--- src/rtl/vet_pkg.sv ---
package vet_pkg;
  localparam logic [7:0] OP_RETI = 8'hD9;
  localparam logic [7:0] OP_RET  = 8'hC9;

  typedef enum logic [1:0] {
    OPK_OTHER = 2'd0,
    OPK_RETI  = 2'd1,
    OPK_RET   = 2'd2
  } op_kind_t;

  function automatic op_kind_t classify(input logic [7:0] op);
    if (op == OP_RETI)     return OPK_RETI;
    else if (op == OP_RET) return OPK_RET;
    else                   return OPK_OTHER;
  endfunction
endpackage

--- src/rtl/vet_ret_decode.sv ---
module vet_ret_decode
  import vet_pkg::*;
(
  input  logic [7:0] op_i,
  output logic       is_ret_o
);
  op_kind_t kind;
  always_comb begin
    kind     = classify(op_i);
    is_ret_o = (kind != OPK_OTHER);
  end
endmodule

--- src/rtl/vet_entry_count.sv ---
module vet_entry_count #(
  parameter int ENTRY_W = 4,
  parameter int MAX_WIN = 3
) (
  input  logic               clk,
  input  logic               rst,
  input  logic               rearm_i,
  input  logic               hit_i,
  output logic               qual_o,
  output logic [ENTRY_W-1:0] idx_o
);
  localparam logic [ENTRY_W-1:0] CNT_TOP = {ENTRY_W{1'b1}};
  localparam logic [ENTRY_W-1:0] WIN_LIM = ENTRY_W'(MAX_WIN);

  logic [ENTRY_W-1:0] cnt_q, base, nxt;

  always_comb begin
    base = rearm_i ? '0 : cnt_q;
    nxt  = base;
    if (hit_i && base != CNT_TOP) nxt = base + 1'b1;
    qual_o = hit_i && (nxt <= WIN_LIM) && (nxt != '0);
    idx_o  = nxt;
  end

  always_ff @(posedge clk) begin
    if (rst) cnt_q <= '0;
    else     cnt_q <= nxt;
  end


  cnt_saturate_chk: assert property (@(posedge clk) disable iff (rst)
    (cnt_q == CNT_TOP && !rearm_i) |=> (cnt_q == CNT_TOP));


  rearm_clear_chk: assert property (@(posedge clk) disable iff (rst)
    (rearm_i && !hit_i) |=> (cnt_q == '0));
endmodule

--- src/rtl/vet_step_window.sv ---
module vet_step_window #(
  parameter int ENTRY_W   = 4,
  parameter int MAX_STEPS = 80,
  parameter int STEP_W    = $clog2(MAX_STEPS)
) (
  input  logic               clk,
  input  logic               rst,
  input  logic               fetch_vld_i,
  input  logic               qual_i,
  input  logic [ENTRY_W-1:0] idx_i,
  input  logic               is_ret_i,
  output logic               traced_o,
  output logic [STEP_W-1:0]  step_o,
  output logic [ENTRY_W-1:0] entry_o,
  output logic               open_nxt_o
);
  localparam logic [STEP_W-1:0] LAST_STEP = STEP_W'(MAX_STEPS - 1);

  logic               open_q;
  logic [STEP_W-1:0]  step_q;
  logic [ENTRY_W-1:0] entry_q;
  logic               close;

  always_comb begin
    traced_o   = fetch_vld_i && (open_q || qual_i);
    step_o     = qual_i ? '0 : step_q;
    entry_o    = qual_i ? idx_i : entry_q;
    close      = traced_o && (is_ret_i || step_o == LAST_STEP);
    open_nxt_o = traced_o ? !close : open_q;
  end

  always_ff @(posedge clk) begin
    if (rst) begin
      open_q  <= 1'b0;
      step_q  <= '0;
      entry_q <= '0;
    end else begin
      open_q <= open_nxt_o;
      if (traced_o) begin
        step_q  <= step_o + 1'b1;
        entry_q <= entry_o;
      end
    end
  end


  step_bound_chk: assert property (@(posedge clk) disable iff (rst)
    open_q |-> (step_q <= LAST_STEP));
endmodule

--- src/rtl/vec_entry_tracer.sv ---
module vec_entry_tracer #(
  parameter int          ADDR_W    = 16,
  parameter logic [15:0] VEC_ADDR  = 16'h0040,
  parameter int          ENTRY_W   = 4,
  parameter int          MAX_WIN   = 3,
  parameter int          MAX_STEPS = 80,
  parameter int          STEP_W    = $clog2(MAX_STEPS)
) (
  input  logic               clk,
  input  logic               rst,
  input  logic               rearm_i,
  input  logic               fetch_vld_i,
  input  logic [ADDR_W-1:0]  fetch_addr_i,
  input  logic [7:0]         fetch_op_i,
  output logic               trace_vld_o,
  output logic [ENTRY_W-1:0] trace_entry_o,
  output logic [STEP_W-1:0]  trace_step_o,
  output logic               bus_mon_en_o
);
  logic               hit, qual, is_ret, traced, open_nxt;
  logic [ENTRY_W-1:0] idx, entry_v;
  logic [STEP_W-1:0]  step_v;

  assign hit = fetch_vld_i && (fetch_addr_i == ADDR_W'(VEC_ADDR));

  vet_ret_decode u_dec (
    .op_i     (fetch_op_i),
    .is_ret_o (is_ret)
  );

  vet_entry_count #(.ENTRY_W(ENTRY_W), .MAX_WIN(MAX_WIN)) u_cnt (
    .clk     (clk),
    .rst     (rst),
    .rearm_i (rearm_i),
    .hit_i   (hit),
    .qual_o  (qual),
    .idx_o   (idx)
  );

  vet_step_window #(.ENTRY_W(ENTRY_W), .MAX_STEPS(MAX_STEPS), .STEP_W(STEP_W)) u_win (
    .clk         (clk),
    .rst         (rst),
    .fetch_vld_i (fetch_vld_i),
    .qual_i      (qual),
    .idx_i       (idx),
    .is_ret_i    (is_ret),
    .traced_o    (traced),
    .step_o      (step_v),
    .entry_o     (entry_v),
    .open_nxt_o  (open_nxt)
  );

  always_ff @(posedge clk) begin
    if (rst) begin
      trace_vld_o   <= 1'b0;
      trace_entry_o <= '0;
      trace_step_o  <= '0;
      bus_mon_en_o  <= 1'b0;
    end else begin
      trace_vld_o   <= traced;
      trace_entry_o <= traced ? entry_v : '0;
      trace_step_o  <= traced ? step_v : '0;
      bus_mon_en_o  <= open_nxt;
    end
  end


  step_range_chk: assert property (@(posedge clk) disable iff (rst)
    trace_vld_o |-> (trace_step_o < STEP_W'(MAX_STEPS)));


  entry_range_chk: assert property (@(posedge clk) disable iff (rst)
    trace_vld_o |-> (trace_entry_o != '0 && trace_entry_o <= ENTRY_W'(MAX_WIN)));


  close_reported_chk: assert property (@(posedge clk) disable iff (rst)
    $fell(bus_mon_en_o) |-> trace_vld_o);


  step_follows_open_chk: assert property (@(posedge clk) disable iff (rst)
    (trace_vld_o && trace_step_o != '0) |-> $past(bus_mon_en_o));
endmodule

--- config.mk ---
export PLATFORM = sky130hd
export DESIGN_NAME = vec_entry_tracer
export DESIGN_NICKNAME = d
export VERILOG_FILES = /design/src/rtl/vet_pkg.sv /design/src/rtl/vet_ret_decode.sv /design/src/rtl/vet_entry_count.sv /design/src/rtl/vet_step_window.sv /design/src/rtl/vec_entry_tracer.sv
export SDC_FILE = /design/constraint.sdc
export NUM_CORES = 1
export LEC_CHECK = 0
export ABC_AREA = 1
export BUFFER_PORTS_ARGS = -buffer_cell sky130_fd_sc_hd__buf_2
export CAP_MARGIN = 20
export CORE_AREA = 2 2 82 84
export CTS_CLUSTER_SIZE = 10
export DETAILED_ROUTE_END_ITERATION = 8
export DIE_AREA = 0 0 84 86
export HOLD_SLACK_MARGIN = 0.1
export PLACE_DENSITY = 0.53
export SETUP_SLACK_MARGIN = 0.05
export SYNTH_ARGS = -nofsm -noshare
export SYNTH_HDL_FRONTEND = slang
export SYNTH_SLANG_ARGS = --single-unit
--- constraint.sdc ---
create_clock -name clk -period 5.8 [get_ports clk]
set_clock_uncertainty 0.15 [all_clocks]
set_input_delay 0.58 -clock clk [delete_from_list [all_inputs] [get_ports clk]]
set_output_delay 0.58 -clock clk [all_outputs]
set_load 0.01 [all_outputs]
=== Word level (Yosys, flattened, before mapping) ===
Cells that the tools add are included.

* Logic and storage cells: 34
* Register bits after elaboration: 28
* Output and inout bits: 13

* Add/sub/neg operators: 2
* Magnitude comparators: 1
* Eq/ne operators: 5
* Bitwise operators: 1
* Mux-type cells: 6
* Reduce and logical (&&, ||, !) cells: 12

{| class="wikitable"
|+ Operators with widths
! operator !! number
|-
| $eq 16x7->1 const B || 1
|-
| $eq 8x8->1 const B || 2
|-
| $mux 4 || 3
|-
| $add 7x1->7 const B || 1
|-
| $eq 7x7->1 const B || 1
|-
| $mux 7 || 1
|-
| $logic_and 1x1->1 || 6
|-
| $add 4x1->4 const B || 1
|-
| $le 4x2->1 const B || 1
|-
| $mux 2 || 2
|-
| $ne 4x4->1 const B || 1
|-
| $reduce_bool 4->1 || 1
|-
| $logic_or 1x1->1 || 2
|-
| $reduce_bool 2->1 || 1
|-
| $reduce_or 2->1 || 1
|-
| $logic_not 1->1 || 1
|-
| $not 1->1 || 1
|}

=== Longest topological paths before layout ===
* Word-level depth: 12
* Gate-level depth with buffers: 21
* Gate-level depth less buffers: 20

=== Modules after synthesis ===
A second synthesis with hierarchy kept.

* Cells, all modules: 218
* Area total of the unflattened synthesis: 1526.5 sq um

{| class="wikitable"
|+ Modules (own cells, without submodules)
! module !! instances !! area an instance (sq um) !! cells each
|-
| vet_step_window || 1 || 733.2 || 105
|-
| vec_entry_tracer || 1 || 464.2 || 55
|-
| vet_entry_count || 1 || 296.5 || 51
|-
| vet_ret_decode || 1 || 32.5 || 7
|}

=== Worst setup path after synthesis ===
No wires, ideal clock.

* Path type: input to register
* Start: input rearm_i
* End: register u_win.step_q[6]
* Buffers on the path: 1
* Stages: 21
* Arrival time: 2.435 ns
* Data required time: 5.535 ns
* Setup slack: 3.100 ns
* Setup time: 0.115 ns
* Cell sequence: inv_2 > nand2_1 > inv_2 > ha_1 > nand3_4 > nand4_4 > nand2_1 > nand2_1 > nand2_2 > nand3_4 > buf_4 > nand2_1 > inv_1 > ha_1 > nand2_1 > inv_1 > nand3_4 > nor2_2 > nand3_1 > nand2_1 > nor2_1

* Cells in the longest elaborated chain, start to end: 9

{| class="wikitable"
|+ Ends and longest elaborated chain
! item !! RTL line !! source
|-
| start, declared || vec_entry_tracer.sv:11 || <nowiki>input logic rearm_i,</nowiki>
|-
| $mux 4 (*) || vet_entry_count.sv:18 || <nowiki>base = rearm_i ? '0 : cnt_q;</nowiki>
|-
| branches (longest 2 deep; another with $add 4x1->4) || n/a ||
|-
| $mux 4 (*) || vet_entry_count.sv:20 || <nowiki>if (hit_i && base != CNT_TOP) nxt = base + 1'b1;</nowiki>
|-
| $le 4x2->1 || vet_entry_count.sv:21 || <nowiki>qual_o = hit_i && (nxt <= WIN_LIM) && (nxt != '0);</nowiki>
|-
| $logic_and 1x1->1 || vet_entry_count.sv:21 ||
|-
| $logic_and 1x1->1 (*) || vet_entry_count.sv:21 ||
|-
| $mux 7 (*) || vet_step_window.sv:26 || <nowiki>step_o = qual_i ? '0 : step_q;</nowiki>
|-
| via step_v[1] || vec_entry_tracer.sv:22 || <nowiki>logic [STEP_W-1:0] step_v;</nowiki>
|-
| $add 7x1->7 (*) || vet_step_window.sv:40 || <nowiki>step_q <= step_o + 1'b1;</nowiki>
|-
| end signal, assigned || vet_step_window.sv:40 ||
|-
| end, declared || vet_step_window.sv:20 || <nowiki>logic [STEP_W-1:0] step_q;</nowiki>
|}

Mark *: on every way through the listed nets, which the timed path passes.
A chain may end at the register's enable or synchronous reset.

=== Worst setup path in the final report ===
Ends and elaborated chain as after synthesis.

==> impl_metrics.json <==
{
  "worstSkewPairLatency_ns": 0.27,
  "io_pins": 41,
  "final_core_util_pct": 28.2,
  "mappedNetlistNets": 229,
  "cts.hold.buffers_added": 0,
  "p_total_uw": 313,
  "via_per_inst": 4.04,
  "setup_slack_ns": 2.94,
  "clkTransAtPathRegs_ns": 0.09,
  "die_area_mm2": 0.00722,
  "ys.flop_type": "dfxtp_1",
  "routed_wl_um": 2810,
  "postRouteAntennaNets": 0,
  "placed_cells": 311,
  "ys_ff_latch": 28,
  "rsz0062_at_grt": "false",
  "path_buf_inv": 5,
  "ir_worst_vdd_uv": 63.5,
  "area_growth_pct": 19.4,
  "cellInternalPower_uw": 247,
  "die_w_um": 84,
  "grt_pass1_wl_um": 4880,
  "cts_buffers": 3,
  "max_freq_mhz": 349,
  "antenna_found_initial": 0,
  "dp_hpwl_um": 2180,
  "worst_pin_slew_ns": 0.341,
  "switching_share_pct": 20.9,
  "combPwrFrac_pct": 6.1,
  "leakage_nw": 0.879,
  "multiInputGateArea_um2": 723,
  "seq_area_um2": 561,
  "p_per_area_mw_per_mm2": 177,
  "cp_max_fo": 21,
  "grt_usage_pct": 8.15,
  "cts_sinks": 28,
  "p_sw_uw": 65.5,
  "worstPathArrival_ns": 2.88,
  "cp_slowest_cell": "nand3_4",
  "finalSetupViolCount": 0,
  "cts_max_level": 1,
  "core_mm2": 0.00628,
  "crit_path_max_incr_delay_ns": 0.28,
  "place_area_mm2": 0.00173,
  "cp.required_ns": 5.82,
  "cp_cell_sequence": "buf_2, inv_2, nand2_1, inv_2, ha_1, nand3_4, nand4_4, nand2_1, nand2_2, nand2_2, nand3_4, nand2_1, inv_1, ha_1, nand2_1, inv_1, nand3_4, nor2_2, nand3_1, nand2_1, nor2_1",
  "critPathLaunchType": "input port",
  "yosysUniqueCellTypes": 27,
  "row_count": 29,
  "antenna_cells": 0,
  "layout-drive-gt1-share_pct": 33.8,
  "layoutNonFillerInstCount": 314,
  "grt_pass1_vias": 1131,
  "synth_warnings": 0,
  "hold_viol_final": 0,
  "post-route-period-util_pct": 49.4,
  "status": "finished clean",
  "tns_ns": 0,
  "root_buffer": "clkbuf_8",
  "drc": 0,
  "fin_crit_ns": 2.86,
  "wire_per_inst_um": 8.95,
  "yosysSeqAreaShare_pct": 37.8,
  "grt_max_degree": 22,
  "synth-edff-count": 0,
  "synthCells": 199,
  "cts-root-to-sink-buffers": 2,
  "seqPwrFrac_pct": 61.4,
  "cts_setup_buffers": 0,
  "crit_path_end_kind": "flip-flop",
  "finalNetCount": 269,
  "first_pass_iters": 4,
  "initial_core_util_pct": 23.6,
  "cpMostUsedCell": "nand2_1",
  "slew_violations": 0,
  "dr_total_vias": 1267,
  "stdcell_area_mm2": 0.00177,
  "async_flop_share_pct": 0,
  "cts_resized": 0,
  "syn_area_mm2": 0.00148,
  "drtIter0Drc": 33,
  "cts_tree": "built",
  "whs_ns": 0.304,
  "path_class": "input port to flip-flop",
  "pwr-share-clk_pct": 32.5,
  "drv_cap": 0,
  "relSlewSlack_pct": 77.2,
  "syn_area_per_cell_um2": 7.44,
  "port_buffers": 39,
  "fp.dieH_um": 86,
  "gpl.final_weighted_congestion": 0.730,
  "grt_overflow": 0,
  "crit_family": "simple AND/OR/NAND/NOR gates",
  "worstHoldPathType": "flip-flop to flip-flop",
  "dp_slack_ns": 2.63,
  "fillers": 683
}
-- sequential cells by signal (all words and copies together), names as in the netlist --
name           flops
u_win.step_q       7
u_win.entry_q      4
trace_entry_o      4
u_win.open_q       1
u_cnt.cnt_q        4
trace_vld_o        1
trace_step_o       7
-- power by group through the flow --
stage | logic, mW | clock network (mW) | registers [mW]
finish | 0.0190 | 0.102 | 0.192
global route | 0.0219 | 0.116 | 0.192
CTS | 0.0193 | 0.107 | 0.192
detailed placement | 0.0192 | 0 | 0.197
global placement | 0.0188 | 0 | 0.197
floorplan | 0.00820 | 0 | 0.197
-- cells in the mapped netlist (all sizes together) (2+ instances only) --
cell type / n / area, um2
a21oi: 2 / 10.0
buf: 4 / 45.0
dfxtp: 28 / 561
ha: 2 / 25.0
inv: 40 / 153
nand2: 52 / 230
nand3: 18 / 158
nand4: 6 / 52.6
nor2: 32 / 150
o21ai: 10 / 53.8
-- logic make-up (layout without fill, tap and decap cells) --
logic type      after synthesis  count (layout)  synth area share (%)
fa+ha+maj                     2               2                  1.69
flops                        28              28                  37.8
buf+inv                      44              82                  13.3
compound gates               14              14                  5.74
simple gates                109             109                  40.2
xor+xnor                      2               2                  1.18
-- worst paths after layout --
check,start,to,slack [ns],cells after the start
setup / recovery,rearm_i,u_win.step_q[6],2.94,21
hold / removal,u_win.entry_q[2],trace_entry_o[2],0.30,2
setup reg to reg,u_cnt.cnt_q[1],u_win.step_q[6],3.05,19
hold reg to reg,u_win.entry_q[2],trace_entry_o[2],0.30,2
-- routing by layer --
metal | up-vias | GRT usage (%) | routed length (um)
li1 | 683 | - | -
met2 | 24 | 13.2 | 1270
met1 | 558 | 10.9 | 1410
met4 | 0 | 1.76 | 23
met5 | - | 0 | 0
met3 | 2 | 2.21 | 114
-- cell type report --
| cell class | instances | share of cell area [%] |
|---|---|---|
| tap | 77 | 5.45 |
| multi-input combinational | 127 | 40.9 |
| sequential | 28 | 31.7 |
| inverter | 40 | 8.63 |
| clock buffer | 3 | 2.33 |
| timing repair buffer | 39 | 11.0 |
-- layout by cell type, fill, tap and decap left out, drive strengths merged --
cell	instances
nand2	52
inv	40
buf	39
nor2	32
dfxtp	28
nand3	18
o21ai	10
nand4	6
clkbuf	3
a21oi	2
ha	2
xnor2	1
nor3	1
o211ai	1
xor2	1
a22o	1
-- worst min-delay path, stage by stage (launching register included) --
cell,delay [ns]
dfxtp_1,0.33
nand3_2,0.07
inv_2,0.02
Note: power is estimated with default switching activity, not from simulation.
